===== config.mk =====
export PLATFORM = sky130hd
export DESIGN_NAME = dword_timebase
export DESIGN_NICKNAME = d
export VERILOG_FILES = /design/src/rtl/dwtb_pkg.sv /design/src/rtl/dwtb_prescaler.sv /design/src/rtl/dwtb_base.sv /design/src/rtl/dwtb_sampler.sv /design/src/rtl/dword_timebase.sv
export SDC_FILE = /design/constraint.sdc
export NUM_CORES = 1
export LEC_CHECK = 0
export BUFFER_PORTS_ARGS = -buffer_cell sky130_fd_sc_hd__buf_2
export CORE_AREA = 2 2 168 170
export DETAILED_ROUTE_END_ITERATION = 10
export DIE_AREA = 0 0 170 172
export PLACE_DENSITY = 0.82
export SLEW_MARGIN = 20
export SYNTH_ARGS = -nofsm -noshare
export SYNTH_HDL_FRONTEND = slang
export SYNTH_HIERARCHICAL = 1
export SYNTH_SLANG_ARGS = --single-unit

===== constraint.sdc =====
create_clock -name clk -period 9.4 [get_ports clk]
set_input_delay 2.82 -clock clk [delete_from_list [all_inputs] [get_ports clk]]
set_output_delay 2.82 -clock clk [all_outputs]
set_load 0.01 [all_outputs]

===== src/rtl/dwtb_pkg.sv =====
package dwtb_pkg;
  localparam int WORD_W = 36;
  localparam int HALF_W = WORD_W / 2;

  typedef logic [WORD_W-1:0] word_t;
  typedef logic [HALF_W-1:0] half_t;

  typedef struct packed {
    word_t hi;
    word_t lo;
  } dword_t;

  // add an increment to the two-word count; the low word keeps 35 bits
  function automatic dword_t dw_add(input dword_t b, input word_t inc);
    logic [WORD_W:0] sum;
    dword_t r;
    sum  = {1'b0, b.lo} + {1'b0, inc};
    r.lo = {1'b0, sum[WORD_W-2:0]};
    r.hi = b.hi + word_t'(sum[WORD_W:WORD_W-1]);
    return r;
  endfunction
endpackage


===== src/rtl/dwtb_prescaler.sv =====
module dwtb_prescaler #(
  parameter int SLOW_DIV = 68332,
  parameter int FAST_DIV = 4094
) (
  input  logic clk,
  input  logic rst_n,
  input  logic fast_mode,
  output logic tick
);
  localparam int MAX_DIV = (SLOW_DIV > FAST_DIV) ? SLOW_DIV : FAST_DIV;
  localparam int CNT_W   = $clog2(MAX_DIV + 1);

  logic [CNT_W-1:0] cnt;

  assign tick = (cnt == '0);

  always_ff @(posedge clk) begin
    if (!rst_n)          cnt <= CNT_W'(SLOW_DIV);
    else if (tick)       cnt <= fast_mode ? CNT_W'(FAST_DIV) : CNT_W'(SLOW_DIV);
    else                 cnt <= cnt - 1'b1;
  end

  AST_TICK_GAP: assert property (@(posedge clk) disable iff (!rst_n)
    tick |=> !tick);
endmodule


===== src/rtl/dwtb_base.sv =====
module dwtb_base
  import dwtb_pkg::*;
(
  input  logic  clk,
  input  logic  rst_n,
  input  logic  tick,
  input  word_t period,
  input  logic  wr,
  input  word_t wdata_hi,
  input  word_t wdata_lo,
  output word_t hi,
  output word_t lo
);
  dword_t cur, nxt;

  assign nxt = dw_add(cur, period);

  always_ff @(posedge clk) begin
    if (!rst_n) begin
      cur <= '0;
    end else if (wr) begin
      cur.hi <= wdata_hi;
      cur.lo <= {1'b0, wdata_lo[WORD_W-2:0]};
    end else if (tick) begin
      cur <= nxt;
    end
  end

  assign hi = cur.hi;
  assign lo = cur.lo;

  AST_LO_SIGN_CLEAR: assert property (@(posedge clk) disable iff (!rst_n)
    !lo[WORD_W-1]);
  AST_TB_HOLD: assert property (@(posedge clk) disable iff (!rst_n)
    (!tick && !wr) |=> ($stable(hi) && $stable(lo)));
endmodule


===== src/rtl/dwtb_sampler.sv =====
module dwtb_sampler
  import dwtb_pkg::*;
#(
  parameter int QUANT_STEP = 68333
) (
  input  logic  clk,
  input  logic  rst_n,
  input  logic  tick,
  input  logic  quant_en,
  input  logic  pi_active,
  input  half_t pc_in,
  input  logic  samp_wr,
  input  word_t samp_wdata,
  input  logic  st_ready,
  output word_t quant,
  output word_t samp_ptr,
  output logic  st_valid,
  output half_t st_addr,
  output half_t st_data
);
  logic quant_go;
  logic take;
  half_t ptr_l, ptr_r;

  assign quant_go = tick && quant_en && !pi_active;
  assign take     = tick && samp_ptr[WORD_W-1] && (!st_valid || st_ready);
  assign ptr_l    = samp_ptr[WORD_W-1:HALF_W];
  assign ptr_r    = samp_ptr[HALF_W-1:0];

  always_ff @(posedge clk) begin
    if (!rst_n)        quant <= '0;
    else if (quant_go) quant <= quant + word_t'(QUANT_STEP);
  end

  always_ff @(posedge clk) begin
    if (!rst_n)       samp_ptr <= '0;
    else if (samp_wr) samp_ptr <= samp_wdata;
    else if (take)    samp_ptr <= {ptr_l + 1'b1, ptr_r + 1'b1};
  end

  always_ff @(posedge clk) begin
    if (!rst_n) begin
      st_valid <= 1'b0;
      st_addr  <= '0;
      st_data  <= '0;
    end else if (take) begin
      st_valid <= 1'b1;
      st_addr  <= ptr_r;
      st_data  <= pc_in;
    end else if (st_ready) begin
      st_valid <= 1'b0;
    end
  end

  AST_ST_HOLD: assert property (@(posedge clk) disable iff (!rst_n)
    (st_valid && !st_ready) |=> (st_valid && $stable(st_addr) && $stable(st_data)));
  AST_QUANT_IDLE: assert property (@(posedge clk) disable iff (!rst_n)
    !(tick && quant_en && !pi_active) |=> $stable(quant));
endmodule


===== src/rtl/dword_timebase.sv =====
module dword_timebase
  import dwtb_pkg::*;
#(
  parameter int SLOW_DIV   = 4100000 / 60 - 1,
  parameter int FAST_DIV   = 4100000 / 1001 - 1,
  parameter int QUANT_STEP = 4100000 / 60,
  parameter int MASK_LSBS  = 12
) (
  input  logic                 clk,
  input  logic                 rst_n,
  input  logic                 fast_mode,
  output logic                 tick,
  input  logic                 tb_wr,
  input  logic [WORD_W-1:0]    tb_wdata_hi,
  input  logic [WORD_W-1:0]    tb_wdata_lo,
  output logic [WORD_W-1:0]    tb_rdata_hi,
  output logic [WORD_W-1:0]    tb_rdata_lo,
  input  logic                 iv_wr,
  input  logic [WORD_W-1:0]    iv_wdata,
  output logic [WORD_W-1:0]    iv_rdata,
  output logic [WORD_W-1:0]    ttg,
  input  logic                 irq_clr,
  output logic                 irq,
  input  logic                 quant_en,
  input  logic                 pi_active,
  output logic [WORD_W-1:0]    quant,
  input  logic [HALF_W-1:0]    pc_in,
  input  logic                 samp_wr,
  input  logic [WORD_W-1:0]    samp_wdata,
  output logic [WORD_W-1:0]    samp_ptr,
  output logic                 st_valid,
  input  logic                 st_ready,
  output logic [HALF_W-1:0]    st_addr,
  output logic [HALF_W-1:0]    st_data
);
  localparam word_t RD_MASK = ~((word_t'(1) << MASK_LSBS) - word_t'(1));

  word_t period;
  word_t tb_hi, tb_lo;

  dwtb_prescaler #(.SLOW_DIV(SLOW_DIV), .FAST_DIV(FAST_DIV)) u_pre (
    .clk(clk), .rst_n(rst_n), .fast_mode(fast_mode), .tick(tick)
  );

  dwtb_base u_base (
    .clk(clk), .rst_n(rst_n), .tick(tick), .period(period),
    .wr(tb_wr), .wdata_hi(tb_wdata_hi), .wdata_lo(tb_wdata_lo),
    .hi(tb_hi), .lo(tb_lo)
  );

  dwtb_sampler #(.QUANT_STEP(QUANT_STEP)) u_samp (
    .clk(clk), .rst_n(rst_n), .tick(tick),
    .quant_en(quant_en), .pi_active(pi_active), .pc_in(pc_in),
    .samp_wr(samp_wr), .samp_wdata(samp_wdata), .st_ready(st_ready),
    .quant(quant), .samp_ptr(samp_ptr),
    .st_valid(st_valid), .st_addr(st_addr), .st_data(st_data)
  );

  always_ff @(posedge clk) begin
    if (!rst_n) begin
      period <= '0;
      ttg    <= '0;
    end else if (iv_wr) begin
      period <= iv_wdata;
      ttg    <= iv_wdata;
    end else if (tick) begin
      ttg    <= period;
    end
  end

  always_ff @(posedge clk) begin
    if (!rst_n)       irq <= 1'b0;
    else if (tick)    irq <= 1'b1;
    else if (irq_clr) irq <= 1'b0;
  end

  assign iv_rdata    = period;
  assign tb_rdata_hi = tb_hi & RD_MASK;
  assign tb_rdata_lo = tb_lo;

  AST_IRQ_SET: assert property (@(posedge clk) disable iff (!rst_n)
    tick |=> irq);
  AST_IRQ_CLEAR: assert property (@(posedge clk) disable iff (!rst_n)
    (irq_clr && !tick) |=> !irq);
  AST_TTG_RELOAD: assert property (@(posedge clk) disable iff (!rst_n)
    (tick || iv_wr) |=> (ttg == iv_rdata));
  AST_IRQ_HOLD: assert property (@(posedge clk) disable iff (!rst_n)
    (irq && !irq_clr) |=> irq);
endmodule


==> results of run 1 <==
-- where the power goes --
group	total [mW]	internal (mW)	switching, mW
Sequential	1.25	1.20	0.0552
Combinational	0.373	0.167	0.206
Clock	1.27	0.778	0.496
Total	2.90	2.14	0.757
-- layer usage --
| metal | global-route usage [%] | up-vias | wire (um) |
|---|---|---|---|
| met5 | 0 | - | 27 |
| met4 | 12.2 | 4 | 1780 |
| met3 | 6.16 | 114 | 3350 |
| met2 | 49.2 | 557 | 20900 |
| met1 | 31.7 | 6474 | 17000 |
| li1 | - | 6665 | - |
-- area by class of cell --
| cell class | count | area (um2) | share of cell area, % |
|---|---|---|---|
| inverter | 36 | 135 | 0.759 |
| antenna | 12 | 30.0 | 0.169 |
| sequential | 270 | 5410 | 30.3 |
| tap | 346 | 433 | 2.43 |
| clock buffer | 39 | 855 | 4.80 |
| timing repair buffer | 424 | 2160 | 12.1 |
| clock inverter | 16 | 235 | 1.32 |
| multi-input combinational | 1263 | 8560 | 48.1 |
-- worst max path at each step --
stage                       from             to  slack (ps)  depth (start not counted)
CTS                 u_pre/cnt[5]           tick        4040                          5
global placement     iv_rdata[0]  u_base/hi[35]        4400                         18
finish              u_pre/cnt[3]           tick        4070                          5
detailed placement   iv_rdata[0]  u_base/hi[35]        4240                         18
floorplan           u_pre/cnt[5]           tick        4610                          3
global route         iv_rdata[0]  u_base/hi[35]        3660                         18
-- synthesized netlist by cell type, drive strengths merged, types with 39 or more instances --
| master | n | area [um2] |
|---|---|---|
| dfxtp | 270 | 5410 |
| nand2 | 179 | 682 |
| a21oi | 154 | 797 |
| nor2 | 125 | 469 |
| o21ai | 88 | 452 |
| xnor2 | 71 | 622 |
| clkbuf | 69 | 260 |
| mux2i | 63 | 631 |
| nor2b | 46 | 288 |
| ha | 41 | 513 |
| o211a | 41 | 410 |
| xor2 | 41 | 359 |
| nand2b | 39 | 244 |
-- kinds of logic after synthesis --
group                      Yosys count  synth area share [%]
adders and majority gates           43                  3.79
DFF                                270                  37.1
xor gates and xnor gates           112                  6.73
other                                2                0.0515
AOI/OAI and AO/OA                  420                  19.5
and+or+nand+nor                    576                  20.4
muxes                               99                  7.85
buffers and inverters              141                  4.58
-- tightest hold or removal path: stages, from the launching register on --
cell,delay [ps]
sky130_fd_sc_hd__dfxtp_1,300
sky130_fd_sc_hd__nand2_1,50
sky130_fd_sc_hd__a21oi_1,50
-- registers in the layout (all words and copies together), names as in the netlist, 17 cells and up --
signal and count:
u_base/hi 36, u_samp/quant 36, u_samp/samp_ptr 36, u_samp/st_data 18
ttg 36, u_pre/cnt 17, u_samp/st_addr 18, u_base/lo 35
iv_rdata 36
-- metrics by stage --
step | setup WS [ps] | total power, mW | std cells | utilization (%) | area (um2)
CTS | 4040 | 2.91 | 2394 | 64.7 | 17800
finish | 4070 | 2.90 | 2406 | 64.8 | 17800
global route | 3660 | 3.00 | 2401 | 64.8 | 17800
global placement | 4400 | 1.63 | 2339 | 60.8 | 16700
detailed placement | 4240 | 1.64 | 2339 | 60.8 | 16700
floorplan | 4610 | 1.51 | 1674 | - | 14600
==> metrics.txt, run 1 <==
# TYPE chip_impl_metric gauge
chip_impl_metric{name="number_of_antenna_violations_at_the_first_check_in_global_routing",unit=""} 10
chip_impl_metric{name="clk_latency",unit="ps"} 570
chip_impl_metric{name="setup_tns",unit="ps"} 0
chip_impl_metric{name="timing.slew.headroom",unit="%"} 36.5
chip_impl_metric{name="cts_sinks",unit=""} 270
chip_impl_metric{name="final_period_minus_worst_setup_slack",unit="ps"} 5330
chip_impl_metric{name="hpwlAfterDp",unit="mm"} 30.5
chip_impl_metric{name="gp_congestion",unit=""} 0.884
chip_impl_info{name="launching_element_type_of_the_critical_path",value="register"} 1
chip_impl_metric{name="grt_pass1_vias",unit=""} 13100
chip_impl_metric{name="synth_cells",unit=""} 1663
chip_impl_info{name="crit_path_cell_trace",value="nor4_4, nand3_1, nor4_2, buf_4, buf_2"} 1
chip_impl_metric{name="worst_ep_required_time",unit="ps"} 6580
chip_impl_metric{name="detailedRoute.firstIterationViolations",unit=""} 1005
chip_impl_info{name="hold_start",value="u_samp/st_data[5]"} 1
chip_impl_metric{name="fin_worst_hold_slack",unit="ps"} 451
chip_impl_metric{name="max_slew.worst_pin.slew",unit="ps"} 953
chip_impl_metric{name="post_synth.cell_area_avg",unit="um2"} 8.77
chip_impl_info{name="rsz0062_at_grt",value="false"} 1
chip_impl_metric{name="rows",unit=""} 61
chip_impl_info{name="clock_tree.root_cell",value="sky130_fd_sc_hd__clkbuf_16"} 1
chip_impl_info{name="tritoncts",value="done"} 1
chip_impl_metric{name="clk_path_buf_depth",unit=""} 3
chip_impl_metric{name="global_route.usage.total",unit="%"} 27.6
chip_impl_metric{name="grt_first_pass_wirelength",unit="mm"} 65.5
chip_impl_metric{name="detailedRoute.firstPassIterationCount",unit=""} 6
chip_impl_metric{name="post_cts_hold_buffer_count",unit=""} 0
chip_impl_metric{name="synth_sequential_area_ratio",unit="%"} 37.1
chip_impl_metric{name="io_buffers",unit=""} 412
chip_impl_metric{name="placeableCoreArea",unit="um2"} 27500
chip_impl_metric{name="synth.cell_area",unit="um2"} 14600
chip_impl_metric{name="synth_cell_types",unit=""} 96
chip_impl_metric{name="pin_count_of_the_biggest_net_entering_global_routing",unit=""} 87
chip_impl_metric{name="routed_via_density",unit=""} 5.74
chip_impl_metric{name="fp.dieH",unit="um"} 172
chip_impl_metric{name="cts_buffers",unit=""} 30
chip_impl_info{name="timing.hold.worst.class",value="register to register"} 1
chip_impl_metric{name="layout.nets",unit=""} 2240
chip_impl_info{name="reg_to_reg_endpoint",value="u_base/hi[35]"} 1
chip_impl_metric{name="share_of_synthesized_flip_flops_with_an_asynchronous_set_or_reset",unit="%"} 0
chip_impl_metric{name="fraction_of_layout_instances_using_a_drive_strength_above_1",unit="%"} 27.5
chip_impl_metric{name="worstPathBufferInverterCount",unit=""} 2
chip_impl_metric{name="cellPowerDensity",unit="nW/um2"} 163
chip_impl_info{name="synth_top_flop_cell",value="sky130_fd_sc_hd__dfxtp_1"} 1
chip_impl_metric{name="fp.dieArea",unit="um2"} 29200
chip_impl_metric{name="grt.overflow.total",unit=""} 0
chip_impl_metric{name="timing.reg2reg.setup_slack",unit="ps"} 4200
chip_impl_metric{name="max_cap_viol_count",unit=""} 0
chip_impl_info{name="hold_path_end",value="u_samp/st_data[5]"} 1
chip_impl_metric{name="timing.final.max_slew_violations",unit=""} 0
chip_impl_metric{name="finalClockSkew",unit="ps"} 24.4
chip_impl_metric{name="synth_edf_count",unit=""} 0
chip_impl_info{name="end_kind",value="output port"} 1
chip_impl_metric{name="final.period_utilization",unit="%"} 56.7
chip_impl_metric{name="detailed_route_wl",unit="mm"} 43.0
chip_impl_metric{name="final_report_hold_violation_count",unit=""} 0
chip_impl_metric{name="drt.antenna.violating_nets",unit=""} 0
chip_impl_metric{name="worst_ir_drop_vdd",unit="mV"} 0.156
chip_impl_metric{name="synth.ff_latch_count",unit=""} 270
chip_impl_metric{name="num_io_pins",unit=""} 427
chip_impl_metric{name="finalSetupViolCount",unit=""} 0
chip_impl_metric{name="fmaxAchievable",unit="GHz"} 0.188
chip_impl_metric{name="synth-warning-count",unit=""} 6
chip_impl_info{name="status",value="completed"} 1
chip_impl_info{name="crit-reg2reg-launch",value="iv_rdata[0]"} 1
chip_impl_info{name="layout_commonest_cell",value="sky130_fd_sc_hd__buf_2"} 1
chip_impl_metric{name="static-leakage-power",unit="nW"} 8.07
chip_impl_metric{name="min_path_cells",unit=""} 2
chip_impl_metric{name="floorplan.initialDensity",unit="%"} 53.1
chip_impl_metric{name="avgRoutedWirePerCell",unit="um"} 17.9
chip_impl_metric{name="worstPathMaxFanout",unit=""} 21
chip_impl_metric{name="postCtsSetupBuffers",unit=""} 0
chip_impl_metric{name="fillCellCount",unit=""} 2223
chip_impl_metric{name="post_cts.resized_instances",unit=""} 0
chip_impl_metric{name="ctsHtreeMaxLevel",unit=""} 1
chip_impl_metric{name="synthToLayoutAreaGrowth",unit="%"} 22.1
chip_impl_info{name="setup.worst_path.class",value="register to output port"} 1
chip_impl_info{name="cell_family_with_the_largest_share_of_critical_path_delay",value="simple AND/OR/NAND/NOR gates"} 1
chip_impl_metric{name="detail_route.drc_violations",unit=""} 0
chip_impl_metric{name="critical_path.max_stage_delay",unit="ps"} 480
chip_impl_info{name="slowest_stage",value="sky130_fd_sc_hd__nor4_4"} 1
chip_impl_metric{name="die_width",unit="um"} 170
chip_impl_metric{name="clkSlewWorstSetupHoldPaths",unit="ps"} 60
chip_impl_metric{name="dr_total_vias",unit=""} 13800
chip_impl_metric{name="cp_data_arrival_time",unit="ps"} 2510
chip_impl_metric{name="worst_r2r_path_depth",unit=""} 18
chip_impl_info{name="layout_common_cells",value="sky130_fd_sc_hd__buf_2 (410), sky130_fd_sc_hd__dfxtp_1 (270), sky130_fd_sc_hd__nand2_1 (175), sky130_fd_sc_hd__a21oi_1 (147), sky130_fd_sc_hd__nor2_1 (124)"} 1
No activity file was read; power rests on OpenSTA's default activity.
==> run 2, diff against run 1 <==
--- a/config.mk
+++ b/config.mk
@@ -5,11 +5,13 @@
 export SDC_FILE = /design/constraint.sdc
 export NUM_CORES = 1
 export LEC_CHECK = 0
+export ABC_AREA = 1
 export BUFFER_PORTS_ARGS = -buffer_cell sky130_fd_sc_hd__buf_2
-export CORE_AREA = 2 2 168 170
+export CORE_ASPECT_RATIO = 1.2
+export CORE_MARGIN = 2
+export CORE_UTILIZATION = 48
 export DETAILED_ROUTE_END_ITERATION = 10
-export DIE_AREA = 0 0 170 172
-export PLACE_DENSITY = 0.82
+export PLACE_DENSITY = 0.77
 export SLEW_MARGIN = 20
 export SYNTH_ARGS = -nofsm -noshare
 export SYNTH_HDL_FRONTEND = slang
==> constraint.sdc (replaced) <==
create_clock -name clk -period 4.35 [get_ports clk]
set_input_delay 1.305 -clock clk [delete_from_list [all_inputs] [get_ports clk]]
set_output_delay 1.305 -clock clk [all_outputs]
set_load 0.01 [all_outputs]
==> run 2 against run 1 <==
Compared with the run above: worst hold slack lost 39 ps; clock skew decreased by 5.5 ps; design area increased by 4.7%; area after synthesis rose by 6.0%; clock power increased by 97%; first-iteration DRC count is 1.2% higher; critical path depth grew 18; sequential share of layout area decreased by 1.4 points; critical endpoint is now u_base/hi[33]; largest power group is now sequential cells.
==> metrics.txt, run 2 <==
# TYPE chip_impl_metric gauge
chip_impl_metric{name="critical_path.max_stage_delay",unit="ps"} 370
chip_impl_metric{name="fmaxAchievable",unit="GHz"} 0.248
chip_impl_metric{name="synth-warning-count",unit=""} 6
chip_impl_metric{name="power.switching",unit="mW"} 1.61
chip_impl_metric{name="detailedRoute.firstIterationViolations",unit=""} 1017
chip_impl_metric{name="detailedRoute.firstPassIterationCount",unit=""} 6
chip_impl_info{name="synthTopCellsByCount",value="sky130_fd_sc_hd__nand2_1 (719), sky130_fd_sc_hd__nor2_1 (285), sky130_fd_sc_hd__dfxtp_1 (270)"} 1
chip_impl_metric{name="num_io_pins",unit=""} 427
chip_impl_metric{name="rows",unit=""} 72
chip_impl_metric{name="internal_power",unit="mW"} 4.31
chip_impl_metric{name="synth_cell_types",unit=""} 54
chip_impl_metric{name="final_report_hold_violation_count",unit=""} 0
chip_impl_metric{name="postCtsSetupBuffers",unit=""} 0
chip_impl_metric{name="synthToLayoutAreaGrowth",unit="%"} 20.6
chip_impl_info{name="synth.area.top_cells",value="sky130_fd_sc_hd__dfxtp_1 (35%), sky130_fd_sc_hd__nand2_1 (17%), sky130_fd_sc_hd__nor2_1 (6.9%), sky130_fd_sc_hd__a21oi_1 (6.2%), sky130_fd_sc_hd__inv_1 (5.2%)"} 1
chip_impl_metric{name="avgRoutedWirePerCell",unit="um"} 16.2
chip_impl_metric{name="finalClockSkew",unit="ps"} 18.9
chip_impl_metric{name="grt_first_pass_wirelength",unit="mm"} 81.2
chip_impl_metric{name="detail_route.drc_violations",unit=""} 0
chip_impl_metric{name="clk_path_buf_depth",unit=""} 3
chip_impl_metric{name="pin_count_of_the_biggest_net_entering_global_routing",unit=""} 69
chip_impl_metric{name="die_width",unit="um"} 168
chip_impl_info{name="rsz0062_at_grt",value="false"} 1
chip_impl_metric{name="fraction_of_layout_instances_using_a_drive_strength_above_1",unit="%"} 20.0
chip_impl_metric{name="grt_util_met1",unit="%"} 33.1
chip_impl_info{name="crit_path_cell_trace",value="ha_1, inv_1, fa_1, inv_1, nand3_1, nor2_1, nand2_1, nand3_1, nand2_1, nand2_1, nand2_1, nand2_1, nand2_1, a21boi_0, ha_1, nand2_1, nand2_1, nand2_2, nor3_4, nand4_2, or2_1, nand3_2, a21oi_2"} 1
chip_impl_info{name="yosys.cell_count.top_type",value="sky130_fd_sc_hd__nand2_1"} 1
chip_impl_info{name="worst_path_most_repeated_cell",value="sky130_fd_sc_hd__nand2_1"} 1
chip_impl_metric{name="placeableCoreArea",unit="um2"} 32000
chip_impl_info{name="hold_path_end",value="u_pre/cnt[0]"} 1
chip_impl_metric{name="worst_ir_drop_vdd",unit="mV"} 0.378
chip_impl_metric{name="final_util",unit="%"} 58.3
chip_impl_metric{name="post_synth.cell_area_avg",unit="um2"} 6.55
chip_impl_metric{name="global_route.usage.total",unit="%"} 29.3
chip_impl_metric{name="global_route.usage.met3",unit="%"} 5.99
chip_impl_metric{name="worst_r2r_path_depth",unit=""} 23
chip_impl_metric{name="layout.nets",unit=""} 2948
chip_impl_metric{name="io_buffers",unit=""} 412
chip_impl_info{name="launching_element_type_of_the_critical_path",value="register"} 1
chip_impl_info{name="hold_start",value="u_pre/cnt[0]"} 1
chip_impl_metric{name="timing.final.max_slew_violations",unit=""} 0
chip_impl_info{name="timing.hold.worst.class",value="register to register"} 1
chip_impl_info{name="clock_tree.root_cell",value="sky130_fd_sc_hd__clkbuf_16"} 1
chip_impl_metric{name="gp_congestion",unit=""} 0.974
chip_impl_info{name="status",value="completed"} 1
chip_impl_info{name="layout_commonest_cell",value="sky130_fd_sc_hd__nand2_1"} 1
chip_impl_metric{name="static-leakage-power",unit="nW"} 9.14
chip_impl_info{name="layout_common_cells",value="sky130_fd_sc_hd__nand2_1 (719), sky130_fd_sc_hd__buf_2 (411), sky130_fd_sc_hd__nor2_1 (284), sky130_fd_sc_hd__dfxtp_1 (270), sky130_fd_sc_hd__inv_1 (214)"} 1
chip_impl_metric{name="sequentialPowerShare",unit="%"} 45.2
chip_impl_metric{name="worstPathMaxFanout",unit=""} 6
chip_impl_metric{name="worst_ep_required_time",unit="ps"} 4770
chip_impl_info{name="synth_top_flop_cell",value="sky130_fd_sc_hd__dfxtp_1"} 1
chip_impl_metric{name="drt.antenna.violating_nets",unit=""} 0
chip_impl_metric{name="global_route.usage.met2",unit="%"} 53.6
chip_impl_metric{name="max_slew.worst_pin.slew",unit="ps"} 819
chip_impl_metric{name="post-place-ws",unit="ps"} 406
chip_impl_metric{name="switching_share",unit="%"} 27.2
chip_impl_metric{name="p_comb_share",unit="%"} 12.5
chip_impl_info{name="setup.worst_path.class",value="register to register"} 1
chip_impl_metric{name="max_cap_viol_count",unit=""} 0
chip_impl_metric{name="timing.slew.headroom",unit="%"} 45.2
chip_impl_metric{name="cellPowerDensity",unit="nW/um2"} 318
chip_impl_metric{name="clk_latency",unit="ps"} 560
chip_impl_metric{name="timing.reg2reg.setup_slack",unit="ps"} 320
chip_impl_metric{name="synth_edf_count",unit=""} 0
chip_impl_metric{name="cts_buffers",unit=""} 28
chip_impl_metric{name="setup_tns",unit="ps"} 0
chip_impl_metric{name="floorplan.initialDensity",unit="%"} 48.3
chip_impl_metric{name="synth.cell_area",unit="um2"} 15500
chip_impl_metric{name="final.period_utilization",unit="%"} 92.7
chip_impl_info{name="slowest_stage",value="sky130_fd_sc_hd__dfxtp_1"} 1
chip_impl_metric{name="post_cts.resized_instances",unit=""} 0
chip_impl_metric{name="grt_pass1_vias",unit=""} 15900
chip_impl_metric{name="synthDominantCellAreaShare",unit="%"} 35.0
chip_impl_metric{name="final_period_minus_worst_setup_slack",unit="ps"} 4030
chip_impl_metric{name="placed_cells",unit=""} 3110
chip_impl_metric{name="synth_sequential_area_ratio",unit="%"} 35.0
chip_impl_info{name="synth.largest_area_cell",value="sky130_fd_sc_hd__dfxtp_1"} 1
chip_impl_metric{name="cts_sinks",unit=""} 270
chip_impl_metric{name="ctsHtreeMaxLevel",unit=""} 1
chip_impl_metric{name="dr_total_vias",unit=""} 16800
chip_impl_metric{name="finalSetupViolCount",unit=""} 0
chip_impl_metric{name="number_of_antenna_violations_at_the_first_check_in_global_routing",unit=""} 9
chip_impl_info{name="reg_to_reg_endpoint",value="u_base/hi[33]"} 1
chip_impl_metric{name="power.total",unit="mW"} 5.93
chip_impl_metric{name="min_path_cells",unit=""} 1
chip_impl_metric{name="hpwlAfterDp",unit="mm"} 39.0
chip_impl_metric{name="synth.ff_latch_count",unit=""} 270
chip_impl_metric{name="routed_via_density",unit=""} 5.32
chip_impl_metric{name="post_cts_hold_buffer_count",unit=""} 0
chip_impl_metric{name="cp_data_arrival_time",unit="ps"} 4460
chip_impl_info{name="tritoncts",value="done"} 1
chip_impl_metric{name="share_of_synthesized_flip_flops_with_an_asynchronous_set_or_reset",unit="%"} 0
chip_impl_metric{name="detailed_route_wl",unit="mm"} 51.2
chip_impl_metric{name="synth_cells",unit=""} 2362
chip_impl_metric{name="clkPwrFrac",unit="%"} 42.2
chip_impl_metric{name="finalWorstSetupSlack",unit="ps"} 316
chip_impl_metric{name="grt.overflow.total",unit=""} 0
chip_impl_metric{name="clkSlewWorstSetupHoldPaths",unit="ps"} 60
chip_impl_info{name="grt.busiest_layer",value="met2"} 1
chip_impl_info{name="end_kind",value="register"} 1
chip_impl_metric{name="instances_no_fill",unit=""} 3164
chip_impl_metric{name="fp.dieH",unit="um"} 201
chip_impl_metric{name="fp.dieArea",unit="um2"} 33700
chip_impl_info{name="crit-reg2reg-launch",value="iv_rdata[0]"} 1
[run 2: cell count changes after synthesis, moves of 52 or more]
cell | before | now
sky130_fd_sc_hd__nand2_1 | 175 | 719
sky130_fd_sc_hd__inv_1 | 34 | 214
sky130_fd_sc_hd__nor2_1 | 125 | 285
sky130_fd_sc_hd__nand3_1 | 31 | 107
sky130_fd_sc_hd__mux2i_1 | 63 | 0
sky130_fd_sc_hd__xnor2_1 | 71 | 19
[run 2: area by class of cell]
class                           instances  area [um2]
Sequential cell                       270        5410
Multi-Input combinational cell       1781        8730
Clock buffer                           37         785
Tap cell                              407         509
Timing Repair Buffer                  425        2170
Clock inverter                         14         169
Antenna cell                            3        7.51
Fill cell                            3098       13300
Inverter                              227         857
[run 2: how the worst max path moves through the flow]
stage           startpoint             to  cells past startpoint  slack [ps]
2_1_floorplan  iv_rdata[0]  u_base/hi[12]                     25        1040
3_3_place_gp   iv_rdata[0]  u_base/hi[33]                     23         490
3_5_place_dp   iv_rdata[0]  u_base/hi[33]                     23         410
4_1_cts        iv_rdata[0]  u_base/hi[33]                     23         400
5_1_grt        iv_rdata[0]  u_base/hi[33]                     23          30
6_report       iv_rdata[0]  u_base/hi[33]                     23         320
[run 2: cell families (layout without fill, tap and decap cells)]
logic type	Yosys count	in the layout	synth area share (%)
simple gates	1262	1262	34.9
compound gates	411	411	14.7
buf+inv	322	703	8.90
flops	270	270	35.0
xor+xnor	52	52	2.95
fa+ha+maj	43	43	3.58
other cells	2	16	0.0486
[run 2: critical path: cells and delay by family (launching register included)]
| family | cells | cell delay (ps) |
|---|---|---|
| AND/OR/NAND/NOR | 16 | 2100 |
| AO/OA/AOI/OAI | 2 | 390 |
| flip-flops | 1 | 370 |
| adder cells (fa/ha/maj) | 3 | 850 |
| buffers and inverters | 2 | 180 |
[run 2: power groups by stage]
stage / Combinational (mW) / Clock (mW) / Sequential (mW)
finish: 0.743 / 2.50 / 2.68
global route: 0.827 / 2.65 / 2.69
CTS: 0.743 / 2.56 / 2.68
detailed placement: 0.739 / 0 / 2.73
global placement: 0.727 / 0 / 2.73
floorplan: 0.422 / 0 / 2.75
[run 2: metal layers]
layer | routed length (um) | share of wire (%)
met5 | 49 | 0.096
met2 | 25200 | 49
met4 | 1900 | 3.7
met1 | 20100 | 39
met3 | 4000 | 7.8
[run 2: metrics by stage]
| step | cell area [um2] | hold slack, ps |
|---|---|---|
| global placement | 17700 | 402 |
| finish | 18600 | 412 |
| floorplan | 15500 | 393 |
| global route | 18600 | 451 |
| CTS | 18600 | 417 |
| detailed placement | 17700 | 407 |
